$ cat config.mk
export PLATFORM = sky130hd
export DESIGN_NAME = fu_sched
export DESIGN_NICKNAME = d
export VERILOG_FILES = /design/src/rtl/fu_sched_pkg.sv /design/src/rtl/fu_busy_ctr.sv /design/src/rtl/fu_pick.sv /design/src/rtl/fu_sched.sv
export SDC_FILE = /design/constraint.sdc
export NUM_CORES = 1
export LEC_CHECK = 0
export BUFFER_PORTS_ARGS = -buffer_cell sky130_fd_sc_hd__buf_2
export CELL_PAD_IN_SITES_DETAIL_PLACEMENT = 1
export CELL_PAD_IN_SITES_GLOBAL_PLACEMENT = 2
export CORE_ASPECT_RATIO = 1.4
export CORE_UTILIZATION = 34
export DETAILED_ROUTE_END_ITERATION = 16
export PLACE_DENSITY = 0.77
export REMOVE_ABC_BUFFERS = 1
export SETUP_SLACK_MARGIN = 0.4
export SLEW_MARGIN = 40
export SYNTH_ARGS = -nofsm -noshare
export SYNTH_HDL_FRONTEND = slang
export SYNTH_SLANG_ARGS = --single-unit
$ cat constraint.sdc
create_clock -name clk -period 2.7 [get_ports clk]
set_input_delay 0.405 -clock clk [delete_from_list [all_inputs] [get_ports clk]]
set_output_delay 0.405 -clock clk [all_outputs]
set_load 0.01 [all_outputs]
$ cat src/rtl/fu_sched_pkg.sv
package fu_sched_pkg;

    localparam int NUM_UNITS = 5;
    localparam int MAX_OCC   = 25;
    localparam int CNT_W     = $clog2(MAX_OCC + 1);
    localparam int LAT_W     = 5;
    localparam int CLS_W     = 4;
    localparam int UNIT_W    = 3;

    typedef enum logic [CLS_W-1:0] {
        C_INT_SIMPLE = 4'd0,
        C_INT_CTRL   = 4'd1,
        C_HILO       = 4'd2,
        C_MUL_PIPE   = 4'd3,
        C_MUL_BLOCK  = 4'd4,
        C_DIV_W      = 4'd5,
        C_DIV_D      = 4'd6,
        C_LD_INT     = 4'd7,
        C_LD_FP      = 4'd8,
        C_ST         = 4'd9,
        C_FP_ARITH   = 4'd10,
        C_FP_SIMPLE  = 4'd11,
        C_FP_CVT     = 4'd12,
        C_FDIV_S     = 4'd13,
        C_FDIV_D     = 4'd14,
        C_SERIAL     = 4'd15
    } op_class_e;

    typedef enum logic [UNIT_W-1:0] {
        U_ALU1  = 3'd0,
        U_ALU2  = 3'd1,
        U_MEM   = 3'd2,
        U_FALU1 = 3'd3,
        U_FALU2 = 3'd4,
        U_ALL   = 3'd5
    } unit_e;

    typedef struct packed {
        logic             need_all;
        logic             has_alt;
        unit_e            first;
        unit_e            alt;
        logic [LAT_W-1:0] lat;
        logic [CNT_W-1:0] occ;
    } class_info_t;

    function automatic class_info_t mk(logic all, logic alt_ok, unit_e f, unit_e a,
                                       int lat, int occ);
        class_info_t r;
        r.need_all = all;
        r.has_alt  = alt_ok;
        r.first    = f;
        r.alt      = a;
        r.lat      = LAT_W'(lat);
        r.occ      = CNT_W'(occ);
        return r;
    endfunction

    function automatic class_info_t class_info(op_class_e c);
        case (c)
            C_INT_SIMPLE: return mk(1'b0, 1'b1, U_ALU1,  U_ALU2,  1, 1);
            C_INT_CTRL:   return mk(1'b0, 1'b0, U_ALU1,  U_ALU1,  1, 1);
            C_HILO:       return mk(1'b0, 1'b0, U_ALU2,  U_ALU2,  1, 1);
            C_MUL_PIPE:   return mk(1'b0, 1'b0, U_ALU2,  U_ALU2,  5, 1);
            C_MUL_BLOCK:  return mk(1'b0, 1'b0, U_ALU2,  U_ALU2,  7, 7);
            C_DIV_W:      return mk(1'b0, 1'b0, U_ALU2,  U_ALU2, 12, 12);
            C_DIV_D:      return mk(1'b0, 1'b0, U_ALU2,  U_ALU2, 25, 25);
            C_LD_INT:     return mk(1'b0, 1'b0, U_MEM,   U_MEM,   3, 1);
            C_LD_FP:      return mk(1'b0, 1'b0, U_MEM,   U_MEM,   4, 1);
            C_ST:         return mk(1'b0, 1'b0, U_MEM,   U_MEM,   0, 1);
            C_FP_ARITH:   return mk(1'b0, 1'b1, U_FALU2, U_FALU1, 6, 1);
            C_FP_SIMPLE:  return mk(1'b0, 1'b0, U_FALU1, U_FALU1, 2, 1);
            C_FP_CVT:     return mk(1'b0, 1'b0, U_FALU1, U_FALU1, 4, 1);
            C_FDIV_S:     return mk(1'b0, 1'b0, U_FALU1, U_FALU1, 12, 12);
            C_FDIV_D:     return mk(1'b0, 1'b0, U_FALU1, U_FALU1, 19, 19);
            default:      return mk(1'b1, 1'b0, U_ALL,   U_ALL,   1, 1);
        endcase
    endfunction

endpackage

$ cat src/rtl/fu_busy_ctr.sv
module fu_busy_ctr
    import fu_sched_pkg::*;
(
    input  logic             clk,
    input  logic             rst,
    input  logic             load,
    input  logic [CNT_W-1:0] occ,
    output logic             free
);

    logic [CNT_W-1:0] remain;

    always_ff @(posedge clk) begin
        if (rst) begin
            remain <= '0;
        end else if (load) begin
            remain <= occ - CNT_W'(1);
        end else if (remain != '0) begin
            remain <= remain - CNT_W'(1);
        end
    end

    assign free = (remain == '0);

    AST_LOAD_WHEN_FREE: assert property (@(posedge clk) disable iff (rst)
        load |-> remain == '0);

    AST_COUNTS_DOWN: assert property (@(posedge clk) disable iff (rst)
        (!load && remain != '0) |=> remain == $past(remain) - CNT_W'(1));

    AST_RESET_FREES: assert property (@(posedge clk)
        rst |=> free);

endmodule

$ cat src/rtl/fu_pick.sv
module fu_pick
    import fu_sched_pkg::*;
(
    input  logic                 req_valid,
    input  op_class_e            cls,
    input  logic [NUM_UNITS-1:0] free,
    output logic                 grant,
    output unit_e                unit,
    output logic [LAT_W-1:0]     lat,
    output logic [CNT_W-1:0]     occ,
    output logic [NUM_UNITS-1:0] claim
);

    class_info_t info;

    always_comb begin
        info  = class_info(cls);
        grant = 1'b0;
        unit  = U_ALU1;
        claim = '0;
        if (req_valid) begin
            if (info.need_all) begin
                if (&free) begin
                    grant = 1'b1;
                    unit  = U_ALL;
                    claim = '1;
                end
            end else if (free[info.first]) begin
                grant              = 1'b1;
                unit               = info.first;
                claim[info.first]  = 1'b1;
            end else if (info.has_alt && free[info.alt]) begin
                grant              = 1'b1;
                unit               = info.alt;
                claim[info.alt]    = 1'b1;
            end
        end
        lat = grant ? info.lat : '0;
        occ = info.occ;
    end

endmodule

$ cat src/rtl/fu_sched.sv
module fu_sched
    import fu_sched_pkg::*;
(
    input  logic              clk,
    input  logic              rst,
    input  logic              req_valid,
    input  logic [CLS_W-1:0]  req_class,
    output logic              issue_grant,
    output logic              issue_stall,
    output logic [UNIT_W-1:0] issue_unit,
    output logic [LAT_W-1:0]  issue_lat
);

    op_class_e            cls;
    logic [NUM_UNITS-1:0] free;
    logic [NUM_UNITS-1:0] claim;
    logic [CNT_W-1:0]     occ;
    unit_e                unit;

    assign cls = op_class_e'(req_class);

    for (genvar u = 0; u < NUM_UNITS; u++) begin : g_unit
        fu_busy_ctr u_ctr (
            .clk  (clk),
            .rst  (rst),
            .load (claim[u]),
            .occ  (occ),
            .free (free[u])
        );
    end

    fu_pick u_pick (
        .req_valid (req_valid),
        .cls       (cls),
        .free      (free),
        .grant     (issue_grant),
        .unit      (unit),
        .lat       (issue_lat),
        .occ       (occ),
        .claim     (claim)
    );

    assign issue_unit  = issue_grant ? unit : '0;
    assign issue_stall = req_valid & ~issue_grant;

    AST_STALL_EXCL: assert property (@(posedge clk) disable iff (rst)
        issue_stall |-> !issue_grant);

    AST_SERIAL_ALL_FREE: assert property (@(posedge clk) disable iff (rst)
        (issue_grant && cls == C_SERIAL) |-> (&free && issue_unit == U_ALL));

    AST_DIV_HOLDS: assert property (@(posedge clk) disable iff (rst)
        (issue_grant && cls == C_DIV_D) |=> !free[U_ALU2]);

    AST_INT_PREF: assert property (@(posedge clk) disable iff (rst)
        (issue_grant && cls == C_INT_SIMPLE && free[U_ALU1]) |-> issue_unit == U_ALU1);

    AST_FP2_FIRST: assert property (@(posedge clk) disable iff (rst)
        (issue_grant && cls == C_FP_ARITH && free[U_FALU2]) |-> issue_unit == U_FALU2);

    AST_IDLE_QUIET: assert property (@(posedge clk) disable iff (rst)
        !req_valid |-> (!issue_grant && !issue_stall));

endmodule

==> summary.md <==
| Metric | Value |
|---|---|
| PD cells | `998 mW/mm²` |
| RSZ-0062 raised after global routing | `yes` |
| Grt ovf | `0` |
| Netlist cell types | `62` |
| DR WL/cell | `18.8 µm` |
| Detailed Route WL | `8530 µm` |
| Final RePlAce weighted congestion | `0.905` |
| Crit path max-delay cell type | `dfxtp_2` |
| 1st-iter DRT viols | `74` |
| Violated checks | `negative setup slack` |
| Drt first pass iters | `4` |
| Critical path, cell by cell | `inv_2, ha_4, nor4b_4, mux2_4, o211a_4, and2_4, nor4_4, or2_4, a21oi_1, buf_2` |
| Reg2reg path depth | `13` |
| Max reg flops | `25` |
| Crit start category | `flip-flop` |
| CTS tree | `built` |
| Layout Utilization | `0.545` |
| Die Wd | `71.5 µm` |
| DRC violations left | `0` |
| Peak VDD IR | `0.377 mV` |
| Core Box Area | `0.00657 mm²` |
| P_leak | `0.00157 µW` |
| Rel. slew slack | `0.564` |
| Largest Register | `g_unit.u_ctr.remain` |
| Clock transition at the registers of the reported paths | `0.10 ns` |
| Crit path arrival time | `2.33 ns` |
| Top flop regs | `g_unit.u_ctr.remain x25` |
| Port buffer count | `16` |
| GRT Total Usage | `0.241` |
| Number of buffers inserted during clock tree synthesis | `3` |
| Worst Hold Class | `flip-flop to flip-flop` |
| Largest stage delay, worst path | `0.36 ns` |
| Cell Area, Synth | `0.00230 mm²` |
| Slew Limit Fails | `0` |
| Final Total Pwr | `3570 µW` |
| Vias | `2527` |
| IO Pins | `17` |
| Filler cells | `776` |
| Cell family with most CP delay | `simple AND/OR/NAND/NOR gates` |
| Final setup fails | `8` |
| WP data required | `2.30 ns` |
| Chip height | `99.2 µm` |
| FP Rows | `35` |
| Final hold violations | `0` |
| Worst clock skew | `0.00913 ns` |
| Initial Util | `0.350` |
| Antenna-violating nets left | `0` |
| Worst slew pin tran | `0.645 ns` |
| Post-DP HPWL | `5870 µm` |
| Crit-path max FO | `6` |
| Peak Freq | `0.365 GHz` |
| Post-synth ARST share | `0` |
| Clock latency on the worst-skew pair | `0.27 ns` |
| Initial antenna violation count | `0` |
| Yosys warnings | `0` |
| Area delta synth->final | `55.9%` |
| Worst Path Buf+Inv | `2` |
| Max-cap violations | `0` |
| Setup CP Type | `flip-flop to output pin` |
| Post-synth EDFFs | `0` |
| Global-route wire length before repair | `13300 µm` |
| Ys flop type | `dfxtp_1` |
| Clock Sinks | `25` |
| Status | `finished with violations` |
| Layout cell share with drive strength beyond 1 | `0.526` |
| Max Root-Sink Buffers | `2` |
| Critical path capture point type | `output pin` |
| Post-route setup slack | `-0.0375 ns` |
| Post-route minimum period | `2.74 ns` |
| Mapped Cells | `278` |
| Average size of a mapped cell | `8.26 µm²` |
| # diodes | `0` |
| Final worst-path cycle share | `1.01` |
| Vias per cell | `5.57` |
| Crit path depth | `10` |
| Maximum number of pins on one net before global-route repair | `19` |
| Die area | `0.00709 mm²` |
| Register area share after synthesis | `0.218` |
| # nets final | `404` |
| Hold depth | `2` |
| Register bit total from synthesis | `25` |
| Clock root buffer | `clkbuf_8` |
| Number of global-route vias before repair | `2655` |
| H-tree level count | `1` |
## tightest hold or removal path, delay by kind of cell, from the launching register on
family             cells  cell delay, ns
and+or+nand+nor        1            0.07
AOI/OAI and AO/OA      1            0.06
DFF                    1            0.34
## placed cells by master (no fill, tap or decap), types with 6 or more instances in the layout
cell type,netlist,layout
a21oi_1,26,21
a21oi_2,1,6
buf_2,0,11
buf_4,1,75
buf_6,0,23
dfxtp_1,25,17
dfxtp_2,0,8
ha_1,16,9
inv_1,18,8
inv_2,0,10
nand2_1,24,21
nand2b_1,10,10
nor2_1,26,24
nor3_1,12,11
o21ai_0,9,7
o32ai_2,0,7
xnor2_1,12,12
## what timing repair did
action / 4_1_cts / 5_1_grt
hold endpoints to repair: 0 / 0
resized for setup: 91 / 20
pin swaps: 33 / 18
setup endpoints to repair: 34 / 35
hold buffers: 0 / 0
setup buffers: 30 / 9
## cell families (layout without fill, tap and decap cells)
logic type,count (synthesis),in the layout,share of synthesized area
simple gates,107,107,0.282
compound gates,73,73,0.223
buf+inv,30,132,0.0730
flops,25,25,0.218
fa+ha+maj,16,16,0.0872
xor+xnor,16,16,0.0643
mux,11,11,0.0523
## cells in the mapped netlist (2+ instances only)
cell	count	area, µm²
o22ai_1	5	31.3
nand3b_1	3	22.5
mux2i_1	6	60.1
a21o_1	3	22.5
or2_2	3	18.8
a21oi_1	26	130
clkbuf_1	4	15.0
o21a_1	2	15.0
o21ai_0	9	45.0
nor2_1	26	97.6
dfxtp_1	25	500
nor4_1	2	12.5
xor2_1	3	26.3
and2_1	4	25.0
ha_1	16	200
nor3_1	12	60.1
clkbuf_8	4	55.1
nor4b_4	4	95.1
nand2b_1	10	62.6
nand2_1	24	90.1
o211ai_1	2	15.0
xnor2_1	12	105
nand4_1	2	12.5
nor2b_1	2	12.5
inv_1	18	67.6
mux2_2	4	45.0
nand3_1	5	25.0
o32ai_1	7	61.3
a211o_2	2	20.0
## cell type report
| class | count | area, µm² | area share |
|---|---|---|---|
| Clock buffer | 3 | 41.3 | 0.0115 |
| Clock inverter | 1 | 5.00 | 0.00140 |
| Inverter | 19 | 71.3 | 0.0199 |
| Multi-Input combinational cell | 223 | 1980 | 0.554 |
| Sequential cell | 25 | 510 | 0.143 |
| Tap cell | 74 | 92.6 | 0.0259 |
| Timing Repair Buffer | 109 | 877 | 0.245 |
## power by group
part / leakage [µW] / total, µW / internal (µW) / switching (µW)
Clock: 0.0000255 / 229 / 103 / 126
Sequential: 0.000209 / 723 / 542 / 181
Combinational: 0.00133 / 2620 / 1430 / 1200
## per-stage QoR
step / hold WS [ns] / setup WS [ns] / instances / TNS [ns] / instance area [µm²]
floorplan: 0.451 / 0.0407 / 267 / 0 / 2200
global placement: 0.478 / -0.110 / 411 / -0.477 / 2780
CTS: 0.508 / -0.0230 / 445 / -0.0931 / 3420
global route: 0.540 / -0.151 / 454 / -1.16 / 3580
detailed placement: 0.495 / -0.137 / 411 / -1.01 / 2780
finish: 0.506 / -0.0375 / 454 / -0.224 / 3580
## layer usage
layer,global-route usage,part of all wire,up-vias
met3,0.0243,0.027,24
met2,0.466,0.56,53
met5,0,0,-
li1,-,-,1202
met4,0.115,0.036,0
met1,0.256,0.38,1248
## final timing paths
path	from	to	slack, ns
worst max-delay path	g_unit[3].u_ctr.remain[1]	issue_lat[1]	-0.04
worst max register to register	g_unit[2].u_ctr.remain[0]	g_unit[3].u_ctr.remain[1]	0.13
worst min register to register	g_unit[4].u_ctr.remain[1]	g_unit[4].u_ctr.remain[1]	0.51
worst min-delay path	g_unit[4].u_ctr.remain[1]	g_unit[4].u_ctr.remain[1]	0.51
(Power assumes the default switching activity.)
